--- src/rtl/bt_icache_pkg.sv ---
package bt_icache_pkg;
   localparam int unsigned NUM_WAYS = 2;
   typedef logic way_t;
endpackage

--- src/rtl/bt_icache_tags.sv ---
module bt_icache_tags
   import bt_icache_pkg::*;
#(
   parameter int unsigned SETS  = 16,
   parameter int unsigned TAG_W = 26,
   parameter int unsigned IDX_W = $clog2(SETS)
) (
   input  logic                clk,
   input  logic                rst_n,
   input  logic                flush_i,
   input  logic [IDX_W-1:0]    lk_idx_i,
   input  logic [TAG_W-1:0]    lk_tag_i,
   output logic [NUM_WAYS-1:0] match_o,
   output way_t                victim_o,
   input  logic                claim_en_i,
   input  logic [IDX_W-1:0]    claim_idx_i,
   input  way_t                claim_way_i,
   input  logic [TAG_W-1:0]    claim_tag_i,
   input  logic                fill_en_i,
   input  logic [IDX_W-1:0]    fill_idx_i,
   input  way_t                fill_way_i,
   input  logic                touch_en_i,
   input  logic [IDX_W-1:0]    touch_idx_i,
   input  way_t                touch_way_i
);
   localparam int unsigned SLOTS = SETS * NUM_WAYS;

   logic [SLOTS-1:0]            vld_all;
   logic [SLOTS-1:0][TAG_W-1:0] tag_all;
   logic [SETS-1:0]             lru_all;

   for (genvar s = 0; s < SETS; s++) begin : g_set
      logic [NUM_WAYS-1:0] vld_q;
      logic                lru_q;
      logic [TAG_W-1:0]    tag_q [NUM_WAYS];
      logic                claim_here, fill_here, touch_here;

      assign claim_here = claim_en_i && (claim_idx_i == IDX_W'(s));
      assign fill_here  = fill_en_i  && (fill_idx_i  == IDX_W'(s));
      assign touch_here = touch_en_i && (touch_idx_i == IDX_W'(s));

      always_ff @(posedge clk or negedge rst_n) begin
         if (!rst_n) begin
            vld_q <= '0;
            lru_q <= 1'b0;
         end else if (flush_i) begin
            vld_q <= '0;
         end else begin
            if (claim_here) vld_q[claim_way_i] <= 1'b0;
            if (fill_here)  vld_q[fill_way_i]  <= 1'b1;
            if (fill_here)       lru_q <= ~fill_way_i;
            else if (touch_here) lru_q <= ~touch_way_i;
         end
      end

      always_ff @(posedge clk) begin
         if (claim_here) tag_q[claim_way_i] <= claim_tag_i;
      end

      for (genvar w = 0; w < NUM_WAYS; w++) begin : g_way
         assign vld_all[s*NUM_WAYS+w] = vld_q[w];
         assign tag_all[s*NUM_WAYS+w] = tag_q[w];
      end
      assign lru_all[s] = lru_q;
   end

   for (genvar w = 0; w < NUM_WAYS; w++) begin : g_cmp
      assign match_o[w] = vld_all[{lk_idx_i, 1'(w)}] &&
                          (tag_all[{lk_idx_i, 1'(w)}] == lk_tag_i);
   end

   always_comb begin
      if (!vld_all[{lk_idx_i, 1'b0}])      victim_o = 1'b0;
      else if (!vld_all[{lk_idx_i, 1'b1}]) victim_o = 1'b1;
      else                                 victim_o = lru_all[lk_idx_i];
   end

   // nothing stays valid after an invalidate-all pulse
   assert_flush_empties_R7: assert property (@(posedge clk) disable iff (!rst_n)
      flush_i |=> (vld_all == '0))
      else $error("valid bits survive invalidate-all");

   // the fourth beat leaves the filled way valid
   assert_fill_marks_valid_R3: assert property (@(posedge clk) disable iff (!rst_n)
      fill_en_i |=> vld_all[{$past(fill_idx_i), $past(fill_way_i)}])
      else $error("completed refill not valid");
endmodule

--- src/rtl/bt_icache_data.sv ---
module bt_icache_data
   import bt_icache_pkg::*;
#(
   parameter int unsigned SETS   = 16,
   parameter int unsigned RUN    = 4,
   parameter int unsigned DATA_W = 32,
   parameter int unsigned IDX_W  = $clog2(SETS),
   parameter int unsigned BEAT_W = $clog2(RUN)
) (
   input  logic              clk,
   input  logic              wr_en_i,
   input  logic [IDX_W-1:0]  wr_idx_i,
   input  way_t              wr_way_i,
   input  logic [BEAT_W-1:0] wr_beat_i,
   input  logic [DATA_W-1:0] wr_data_i,
   input  logic [IDX_W-1:0]  rd_idx_i,
   input  way_t              rd_way_i,
   input  logic [BEAT_W-1:0] rd_beat_i,
   output logic [DATA_W-1:0] rd_data_o
);
   localparam int unsigned DEPTH = SETS * NUM_WAYS * RUN;

   logic [DATA_W-1:0] mem_q [DEPTH];

   always_ff @(posedge clk) begin
      if (wr_en_i) mem_q[{wr_idx_i, wr_way_i, wr_beat_i}] <= wr_data_i;
   end

   assign rd_data_o = mem_q[{rd_idx_i, rd_way_i, rd_beat_i}];
endmodule

--- src/rtl/bt_icache_refill.sv ---
module bt_icache_refill
   import bt_icache_pkg::*;
#(
   parameter int unsigned RUN    = 4,
   parameter int unsigned IDX_W  = 4,
   parameter int unsigned BEAT_W = $clog2(RUN)
) (
   input  logic              clk,
   input  logic              rst_n,
   input  logic              flush_i,
   input  logic              start_i,
   input  logic [IDX_W-1:0]  start_idx_i,
   input  way_t              start_way_i,
   input  logic              beat_vld_i,
   output logic              wr_en_o,
   output logic [IDX_W-1:0]  wr_idx_o,
   output way_t              wr_way_o,
   output logic [BEAT_W-1:0] wr_beat_o,
   output logic              done_o
);
   localparam logic [BEAT_W-1:0] LAST = BEAT_W'(RUN - 1);

   logic              pend_q;
   logic [IDX_W-1:0]  idx_q;
   way_t              way_q;
   logic [BEAT_W-1:0] cnt_q;

   assign wr_en_o   = beat_vld_i && pend_q && !flush_i;
   assign wr_idx_o  = idx_q;
   assign wr_way_o  = way_q;
   assign wr_beat_o = cnt_q;
   assign done_o    = wr_en_o && (cnt_q == LAST);

   always_ff @(posedge clk or negedge rst_n) begin
      if (!rst_n) begin
         pend_q <= 1'b0;
         idx_q  <= '0;
         way_q  <= 1'b0;
         cnt_q  <= '0;
      end else if (flush_i) begin
         pend_q <= 1'b0;
      end else if (start_i) begin
         pend_q <= 1'b1;
         idx_q  <= start_idx_i;
         way_q  <= start_way_i;
         cnt_q  <= '0;
      end else if (wr_en_o) begin
         if (cnt_q == LAST) pend_q <= 1'b0;
         else               cnt_q  <= cnt_q + 1'b1;
      end
   end
endmodule

--- src/rtl/bt_icache.sv ---
module bt_icache
   import bt_icache_pkg::*;
#(
   parameter int unsigned ADDR_W = 32,
   parameter int unsigned DATA_W = 32,
   parameter int unsigned SETS   = 16,
   parameter int unsigned RUN    = 4
) (
   input  logic              clk,
   input  logic              rst_n,
   input  logic              inval_all_i,
   input  logic              br_taken_i,
   input  logic [ADDR_W-1:0] br_target_i,
   input  logic              fill_vld_i,
   input  logic [DATA_W-1:0] fill_word_i,
   output logic              hit_o,
   output logic              miss_o,
   output logic              instr_vld_o,
   output logic [DATA_W-1:0] instr_o
);
   localparam int unsigned IDX_W  = $clog2(SETS);
   localparam int unsigned BEAT_W = $clog2(RUN);
   localparam int unsigned OFF_W  = $clog2(DATA_W / 8);
   localparam int unsigned TAG_W  = ADDR_W - IDX_W - OFF_W;
   localparam logic [BEAT_W-1:0] LAST = BEAT_W'(RUN - 1);

   if (SETS < 2 || (SETS & (SETS - 1)) != 0) begin : g_chk_sets
      $error("SETS must be a power of two of at least 2");
   end
   if (RUN < 2 || (RUN & (RUN - 1)) != 0) begin : g_chk_run
      $error("RUN must be a power of two of at least 2");
   end
   if (DATA_W < 16 || (DATA_W % 8) != 0) begin : g_chk_data
      $error("DATA_W must be a byte multiple of at least 16");
   end
   if (TAG_W < 1) begin : g_chk_tag
      $error("ADDR_W too narrow for index and offset");
   end

   logic [IDX_W-1:0]    lk_idx;
   logic [TAG_W-1:0]    lk_tag;
   logic [NUM_WAYS-1:0] match;
   way_t                victim, hit_way;
   logic                any_match, collide, hit_now, miss_now, start;
   logic                wr_en, done;
   logic [IDX_W-1:0]    wr_idx;
   way_t                wr_way;
   logic [BEAT_W-1:0]   wr_beat;
   logic                unused_off;

   assign lk_idx     = br_target_i[OFF_W +: IDX_W];
   assign lk_tag     = br_target_i[ADDR_W-1 -: TAG_W];
   assign unused_off = ^br_target_i[OFF_W-1:0];
   assign any_match  = |match;
   assign hit_way    = match[1];

   // refill has priority over a lookup in the set it is writing
   assign collide  = br_taken_i && wr_en && (wr_idx == lk_idx);
   assign hit_now  = br_taken_i && !inval_all_i && !collide && any_match;
   assign miss_now = br_taken_i && !hit_now;
   assign start    = miss_now && !inval_all_i && !collide;

   bt_icache_tags #(.SETS(SETS), .TAG_W(TAG_W), .IDX_W(IDX_W)) u_tags (
      .clk         (clk),
      .rst_n       (rst_n),
      .flush_i     (inval_all_i),
      .lk_idx_i    (lk_idx),
      .lk_tag_i    (lk_tag),
      .match_o     (match),
      .victim_o    (victim),
      .claim_en_i  (start),
      .claim_idx_i (lk_idx),
      .claim_way_i (victim),
      .claim_tag_i (lk_tag),
      .fill_en_i   (done),
      .fill_idx_i  (wr_idx),
      .fill_way_i  (wr_way),
      .touch_en_i  (hit_now),
      .touch_idx_i (lk_idx),
      .touch_way_i (hit_way)
   );

   bt_icache_refill #(.RUN(RUN), .IDX_W(IDX_W), .BEAT_W(BEAT_W)) u_refill (
      .clk         (clk),
      .rst_n       (rst_n),
      .flush_i     (inval_all_i),
      .start_i     (start),
      .start_idx_i (lk_idx),
      .start_way_i (victim),
      .beat_vld_i  (fill_vld_i),
      .wr_en_o     (wr_en),
      .wr_idx_o    (wr_idx),
      .wr_way_o    (wr_way),
      .wr_beat_o   (wr_beat),
      .done_o      (done)
   );

   logic              hit_q, miss_q, str_act_q;
   logic [IDX_W-1:0]  str_idx_q;
   way_t              str_way_q;
   logic [BEAT_W-1:0] str_beat_q;

   bt_icache_data #(.SETS(SETS), .RUN(RUN), .DATA_W(DATA_W),
                    .IDX_W(IDX_W), .BEAT_W(BEAT_W)) u_data (
      .clk       (clk),
      .wr_en_i   (wr_en),
      .wr_idx_i  (wr_idx),
      .wr_way_i  (wr_way),
      .wr_beat_i (wr_beat),
      .wr_data_i (fill_word_i),
      .rd_idx_i  (str_idx_q),
      .rd_way_i  (str_way_q),
      .rd_beat_i (str_beat_q),
      .rd_data_o (instr_o)
   );

   always_ff @(posedge clk or negedge rst_n) begin
      if (!rst_n) begin
         hit_q      <= 1'b0;
         miss_q     <= 1'b0;
         str_act_q  <= 1'b0;
         str_idx_q  <= '0;
         str_way_q  <= 1'b0;
         str_beat_q <= '0;
      end else begin
         hit_q  <= hit_now;
         miss_q <= miss_now;
         if (inval_all_i) begin
            str_act_q <= 1'b0;
         end else if (br_taken_i) begin
            str_act_q  <= hit_now;
            str_idx_q  <= lk_idx;
            str_way_q  <= hit_way;
            str_beat_q <= '0;
         end else if (str_act_q) begin
            if (str_beat_q == LAST) str_act_q  <= 1'b0;
            else                    str_beat_q <= str_beat_q + 1'b1;
         end
      end
   end

   assign hit_o       = hit_q;
   assign miss_o      = miss_q;
   assign instr_vld_o = str_act_q;

   // one answer per lookup, in the following cycle
   assert_one_answer_R2: assert property (@(posedge clk) disable iff (!rst_n)
      br_taken_i |=> (hit_o ^ miss_o))
      else $error("lookup answered wrongly");

   // a hit delivers its first word in the same cycle
   assert_hit_streams_R4: assert property (@(posedge clk) disable iff (!rst_n)
      hit_o |-> instr_vld_o)
      else $error("hit without word");

   // a colliding lookup reports a miss
   assert_collide_misses_R8: assert property (@(posedge clk) disable iff (!rst_n)
      collide |=> (miss_o && !instr_vld_o))
      else $error("collision did not miss");
endmodule

--- config.mk ---
export PLATFORM = sky130hd
export DESIGN_NAME = bt_icache
export DESIGN_NICKNAME = d
export VERILOG_FILES = /design/src/rtl/bt_icache_pkg.sv /design/src/rtl/bt_icache_tags.sv /design/src/rtl/bt_icache_data.sv /design/src/rtl/bt_icache_refill.sv /design/src/rtl/bt_icache.sv
export SDC_FILE = /design/constraint.sdc
export NUM_CORES = 2
export LEC_CHECK = 0
export BUFFER_PORTS_ARGS = -buffer_cell sky130_fd_sc_hd__buf_4
export CAP_MARGIN = 10
export CORE_MARGIN = 2
export CORE_UTILIZATION = 50
export DETAILED_ROUTE_END_ITERATION = 10
export PLACE_DENSITY = 0.65
export RECOVER_POWER = 100
export SLEW_MARGIN = 0
export SYNTH_ARGS = -nofsm -noshare
export SYNTH_HDL_FRONTEND = slang
export SYNTH_MEMORY_MAX_BITS = 65536
export SYNTH_SLANG_ARGS = --single-unit
--- constraint.sdc ---
create_clock -name clk -period 6 [get_ports clk]
set_input_delay 0.6 -clock clk [delete_from_list [all_inputs] [get_ports clk]]
set_output_delay 0.6 -clock clk [all_outputs]
set_load 0.03 [all_outputs]
# Word-level counts from Yosys, hierarchy flattened
# Memories as Yosys holds them, arrays and structs flattened.
# Index checks and enable logic that the tools add are counted.
[word_totals] memories=17 ff_bits=66 ram_bits=4928 word_cells=411 out_inout_bits=35 in_bits=69
[memory_table] memory="u_data.mem_q" depth=128 width=32 rd=1 rd_ports_with_merged_regs=0 write_ports=1 line_no="bt_icache_data.sv:23" source="logic [DATA_W-1:0] mem_q [DEPTH];"
[memory_table] memory="u_tags.g_set[0].tag_q" depth=2 width=26 rd=2 rd_ports_with_merged_regs=0 write_ports=1 line_no="bt_icache_tags.sv:35" source="logic [TAG_W-1:0] tag_q [NUM_WAYS];"
[memory_table] memory="u_tags.g_set[10].tag_q" depth=2 width=26 rd=2 rd_ports_with_merged_regs=0 write_ports=1 line_no="bt_icache_tags.sv:35"
[memory_table] memory="u_tags.g_set[11].tag_q" depth=2 width=26 rd=2 rd_ports_with_merged_regs=0 write_ports=1 line_no="bt_icache_tags.sv:35"
[memory_table] memory="u_tags.g_set[12].tag_q" depth=2 width=26 rd=2 rd_ports_with_merged_regs=0 write_ports=1 line_no="bt_icache_tags.sv:35"
[memory_table] memory="u_tags.g_set[13].tag_q" depth=2 width=26 rd=2 rd_ports_with_merged_regs=0 write_ports=1 line_no="bt_icache_tags.sv:35"
[memory_table] memory="+11 memories"
[op_classes] n_bitwise=36 n_lt_le_gt_ge=7 n_mux=160 n_addsub=2 n_reduce_logical=110 eq_ne=37
[ops] cell="26-bit binary-select mux with 4-bit select" n=2
[ops] cell="2-bit two-way mux" n=70
[ops] cell="1-bit two-way mux" n=81
[ops] cell="4-bit equality test (second input constant)" n=16
[ops] cell="1-bit logical AND" n=63
[ops] cell="26-bit equality test" n=2
[ops] cell="26-bit two-way mux" n=2
[ops] cell="2-bit AND reduction" n=19
[ops] cell="2-bit nonzero test" n=18
[ops] cell="2-bit bitwise AND" n=16
[ops] cell="4-bit by 3-bit equality test with 1-bit output (second input constant)" n=8
[ops] cell="2-bit bitwise OR" n=16
[ops] cell="4-bit by 2-bit equality test with 1-bit output (second input constant)" n=4
[ops] cell="1-bit binary-select mux with 4-bit select" n=3
[ops] cell="5-bit by 6-bit less-than comparator with 1-bit output (second input constant)" n=2
[ops] cell="4-bit by 1-bit equality test with 1-bit output (second input constant)" n=2
[ops] cell="4-bit logical NOT" n=2
[ops] cell="3-bit AND reduction" n=2
[ops] cell="3-bit nonzero test" n=2
[ops] cell="4-bit by 5-bit less-than comparator with 1-bit output (second input constant)" n=1
[ops] cell="2-bit by 1-bit adder with 2-bit output (second input constant)" n=2
[ops] cell="2-bit equality test (second input constant)" n=2
[ops] cell="4-bit equality test" n=1
[ops] cell="1-bit by 2-bit less-than comparator with 1-bit output (second input constant)" n=2
[ops] cell="7 further kinds" n=14

# Depth between registers and ports, before layout
[depth] word_depth=17 mapped_depth=17

# Modules after synthesis
# Synthesis repeated with hierarchy kept, for this count alone.
[hier_totals] hier_cells=7913 hier_area_um2=192210.6
[by_module_without_submodules] mod="bt_icache_data" seq_area_each_um2=122998.0 area_each_um2=155608.0 instances=1 cells_per_inst=5958
[by_module_without_submodules] mod="bt_icache_tags" seq_area_each_um2=26185.1 area_each_um2=35748.0 instances=1 cells_per_inst=1875
[by_module_without_submodules] mod="bt_icache" seq_area_each_um2=250.2 area_each_um2=501.7 instances=1 cells_per_inst=52
[by_module_without_submodules] mod="bt_icache_refill" seq_area_each_um2=200.2 area_each_um2=352.8 instances=1 cells_per_inst=28

# Worst setup path after synthesis
# OpenSTA, ideal clock, no wires.
[synth_timing] kind="input -> register" startpoint="input br_target_i[2]" endpoint="memory u_tags.g_set[13].tag_q[0][0], enable pin" stages=16 setup_ns=0.442 required_time_ns=5.558 path_slack_ns=0.248 path_buffers=8 t_arrival_ns=5.310 cell_sequence="buf_4 > buf_6 > buf_6 > buf_6 > buf_6 > buf_2 > mux4_2 > mux2i_1 > xnor2_1 > o21bai_1 > nor3b_1 > and3_1 > buf_4 > or2_2 > buf_2 > nor3_1"
[synth_via] elab_chain_cells=13
[synth_lines] element="start: declaration" line_no="bt_icache.sv:13" source="input logic [ADDR_W-1:0] br_target_i,"
[synth_lines] element="26-bit binary-select mux with 4-bit select" line_no="bt_icache_tags.sv:69" source="(tag_all[{lk_idx_i, 1'(w)}] == lk_tag_i);"
[synth_lines] element="26-bit two-way mux (implied by the code)" line_no="bt_icache_tags.sv:69"
[synth_lines] element="26-bit equality test" line_no="bt_icache_tags.sv:69"
[synth_lines] element="1-bit logical AND" line_no="bt_icache_tags.sv:68" source="assign match_o[w] = vld_all[{lk_idx_i, 1'(w)}] &&"
[synth_lines] element="2-bit OR reduction" line_no="bt_icache.sv:54" source="assign any_match = |match;"
[synth_lines] element="1-bit logical AND" line_no="bt_icache.sv:59" source="assign hit_now = br_taken_i && !inval_all_i && !collide && any_match;"
[synth_lines] element="1-bit logical NOT" line_no="bt_icache.sv:60" source="assign miss_now = br_taken_i && !hit_now;"
[synth_lines] element="1-bit logical AND" line_no="bt_icache.sv:60"
[synth_lines] element="1-bit logical AND (2 in a row)" line_no="bt_icache.sv:61" source="assign start = miss_now && !inval_all_i && !collide;"
[synth_lines] element="1-bit logical AND" line_no="bt_icache_tags.sv:38" source="assign claim_here = claim_en_i && (claim_idx_i == IDX_W'(s));"
[synth_lines] element="1-bit two-way mux" line_no="bt_icache_tags.sv:57" source="if (claim_here) tag_q[claim_way_i] <= claim_tag_i;"
[synth_lines] element="1-bit two-way mux (implied by the code)" line_no="bt_icache_tags.sv:57"
[synth_lines] element="end: declaration" line_no="bt_icache_tags.sv:35"
# Parallel ways exist; a longest one is shown, timed or not. The select of a mux whose other input is x is not followed.

# Worst setup path in the final report
[layout_timing] startpoint="register u_refill.way_q (netlist: u_refill.wr_way_o)" endpoint="memory u_data.mem_q[0][23], enable pin"
[layout_rtl] element="start: declaration" line_no="bt_icache_refill.sv:25" source="way_t way_q;"
[layout_rtl] element="start signal: assignment" line_no="bt_icache_refill.sv:45" source="way_q <= start_way_i;"
[layout_rtl] element="end: declaration" line_no="bt_icache_data.sv:23"
# No word-level cell before the write port.

==> impl_metrics.ini <==
[status]
outcome = complete, but fails checks
violations = max-capacitance violations, max-slew violations

[global_route]
grt_overflow = 0
antenna_found_initial = 53
grt_pass1_wl_um = 690400
grt.total_usage_pct = 25.15
grt_max_degree = 104
grt_pass1_vias = 90770

[worst_setup_path]
crit_family = simple AND/OR/NAND/NOR gates
cp_common_cell = clkbuf_2
cp_max_fo = 32
criticalPathCategory = register to register
arrival_ns = 6.53
r2r-end = u_data.mem_q[0][23]
r2r_cells = 4
crit_cells = 4
cp-start-kind = register
required_ns = 6.65
critPathBufInv = 2
worstSetupStartpoint = u_refill.wr_way_o
cp_slowest_cell = nor2_1
worstPathCellList = or3_2 > clkbuf_2 > nor2_1 > clkbuf_2
worstReg2RegStart = u_refill.wr_way_o
crit_path_end_kind = register
rrSetupSlack_ns = 0.12
max_stage_delay_ns = 2.46

[floorplan]
rows = 227
initial_core_util_pct = 50.29
die_w_um = 624.3
coreArea_um2 = 382600
die_h_um = 624.3
die_area_um2 = 389800
ios = 104

[yosys]
syn_nets = 8021
netlist_area_um2 = 192400
synthCells = 7950
yosysSeqAreaShare_pct = 77.78
yosys_warnings = 0
synth_cell_type_count = 69
ys_seq_elements = 4994
yosys-top-cells-count = 4928 x edfxtp_1, 1515 x mux4_2, 257 x clkbuf_1, 192 x nor2_1, 148 x mux2i_1
synth_top_cell_by_area = edfxtp_1
yosys.area.top_type_share_pct = 76.92
synth.most_common_cell = edfxtp_1
synthArstFlopShare_pct = 1.322
synth-edff-count = 4928
ys.flop_type = edfxtp_1
syn_avg_cell_area_um2 = 24.20
yosys-top-cells-area = edfxtp_1 77%, mux4_2 18%, dfrtp_1 0.86%, mux2i_1 0.77%, clkbuf_1 0.50%

[power]
p_leak_uw = 0.06502
vdd_drop_max_mv = 0.3270
p_per_area_nw_per_um2 = 326.7

[drt]
via_per_inst = 6.538
drtIter0Drc = 12950
routed_wl_um = 494100
vias = 91250
first_pass_iters = 6
drc = 0
drtAntennaViolNets = 0
wl_per_cell_um = 35.40

[cts]
post_cts_resized = 0
cts_max_level = 5
cts_made_buffers = 481
tritoncts = done
numClockSinks = 4994
path_clk_slew_ns = 0.06
cts_root_buf = clkbuf_16
insertion_delay_ns = 1.03
clk_path_buf_depth = 4

[cells_and_area]
final_cell_area_um2 = 215900
drive_above_1_share_pct = 29.44
nFillCells = 27340
area_delta_synth_final_pct = 12.21
nNetsFinal = 8561

[sta]
tightest_slew_ns = 4.752
hold_viol_final = 0
finalSetupTns_ns = 0
setup_viol_count_final = 0
postLayoutSetupSlackWorst_ns = 0.1163
fin_crit_ns = 5.884
fmax_ghz = 0.1700
rsz0062_at_grt = false
finClkSkew_ns = 0.09181
whs_ns = 0.1287
fin_crit_sh_pct = 98.06
relSlewSlack_pct = -216.8
drv_slew = 7114

[placement]
io_buffer_count = 101
post_dp_cell_area_um2 = 202700
dpl.hpwl_um = 279300
place_congestion = 0.8449
post-place-ws_ns = 0.6675

[hold_path]
hold_end = u_tags.g_set[0].vld_q[0]
min_path_cells = 2
hp-start = inval_all_i
hp-class = input pin to register

[job]
cap_violations = 185
[cell type report]
| type | instances | area, µm² | area share (%) |
|---|---|---|---|
| antenna | 31 | 77.57 | 0.03593 |
| inverter | 31 | 116.4 | 0.05390 |
| timing repair buffer | 502 | 3651 | 1.691 |
| tap | 5038 | 6304 | 2.920 |
| clock inverter | 259 | 2247 | 1.041 |
| clock buffer | 621 | 12730 | 5.897 |
| multi-input combinational | 2480 | 41100 | 19.04 |
| sequential | 4994 | 149700 | 69.32 |
[worst max path at each step]
stage | endpoint | slack, ns
2_1_floorplan | u_tags.g_set[13].tag_q[0][0] | 0.25
3_3_place_gp | u_tags.g_set[1].tag_q[0][22] | 0.65
5_1_grt | instr_o[25] | 0.07
3_5_place_dp | u_tags.g_set[11].tag_q[0][8] | 0.67
4_1_cts | instr_o[5] | 0.13
6_report | u_data.mem_q[0][23] | 0.12
[metal layers]
| layer | vias to the layer above | global-route usage [%] | wire length, µm |
|---|---|---|---|
| met5 | - | 0 | 191 |
| met4 | 28 | 6.986 | 15470 |
| met2 | 4970 | 40.17 | 238000 |
| met3 | 839 | 4.496 | 47400 |
| met1 | 49820 | 36.12 | 193000 |
| li1 | 35590 | - | - |
[power by group]
part / internal [µW] / switching [µW] / leakage [µW] / total [µW]
registers: 38500 / 128 / 0.0452 / 38600
clock network: 16400 / 12700 / 0.00728 / 29100
logic: 769 / 2040 / 0.0126 / 2800
[registers in the layout, summed over array words and instances, names as in the netlist]
signal	flops
u_tags.g_set.vld_q	32
str_idx_q	4
u_refill.pend_q	1
u_refill.wr_beat_o	2
u_tags.g_set.tag_q	832
str_way_q	1
hit_o	1
u_data.mem_q	4096
str_beat_q	2
u_tags.g_set.lru_q	16
miss_o	1
u_refill.wr_way_o	1
instr_vld_o	1
u_refill.wr_idx_o	4
[timing repair]
| action | 4_1_cts | 5_1_grt |
|---|---|---|
| endpoints found under the hold margin | 84 | 0 |
| hold buffers | 4 | 0 |
| buffers inserted | 0 | 0 |
[metrics by stage]
step	util (%)	total power [µW]	cells
floorplan	-	40320	7950
global placement	52.98	42020	13040
detailed placement	52.98	42090	13040
CTS	56.91	70850	13930
global route	56.41	72260	13930
finish	56.43	70530	13960
[cells by family (layout without fill, tap and decap cells)]
logic type | count (synthesis) | after routing | synth area share (%)
muxes | 1707 | 1707 | 18.76
xor gates and xnor gates | 52 | 52 | 0.2367
adders and majority gates | 2 | 2 | 0.01301
AOI/OAI and AO/OA | 248 | 248 | 0.9736
DFF | 4994 | 4994 | 77.78
buffers and inverters | 476 | 1413 | 1.057
other | 0 | 31 | 0
and+or+nand+nor | 471 | 471 | 1.180
[layout by cell type (no fill, tap or decap), drive strengths merged, types with 43 or more instances in the layout]
master,n
clkbuf,905
a22oi,51
edfxtp,4928
dfrtp,66
nor3,54
buf,213
a21oi,43
clkinv,192
mux4,1515
mux2i,148
inv,50
nand2,63
nor2,192
mux2,44
Note: power is estimated with default switching activity, not from simulation.
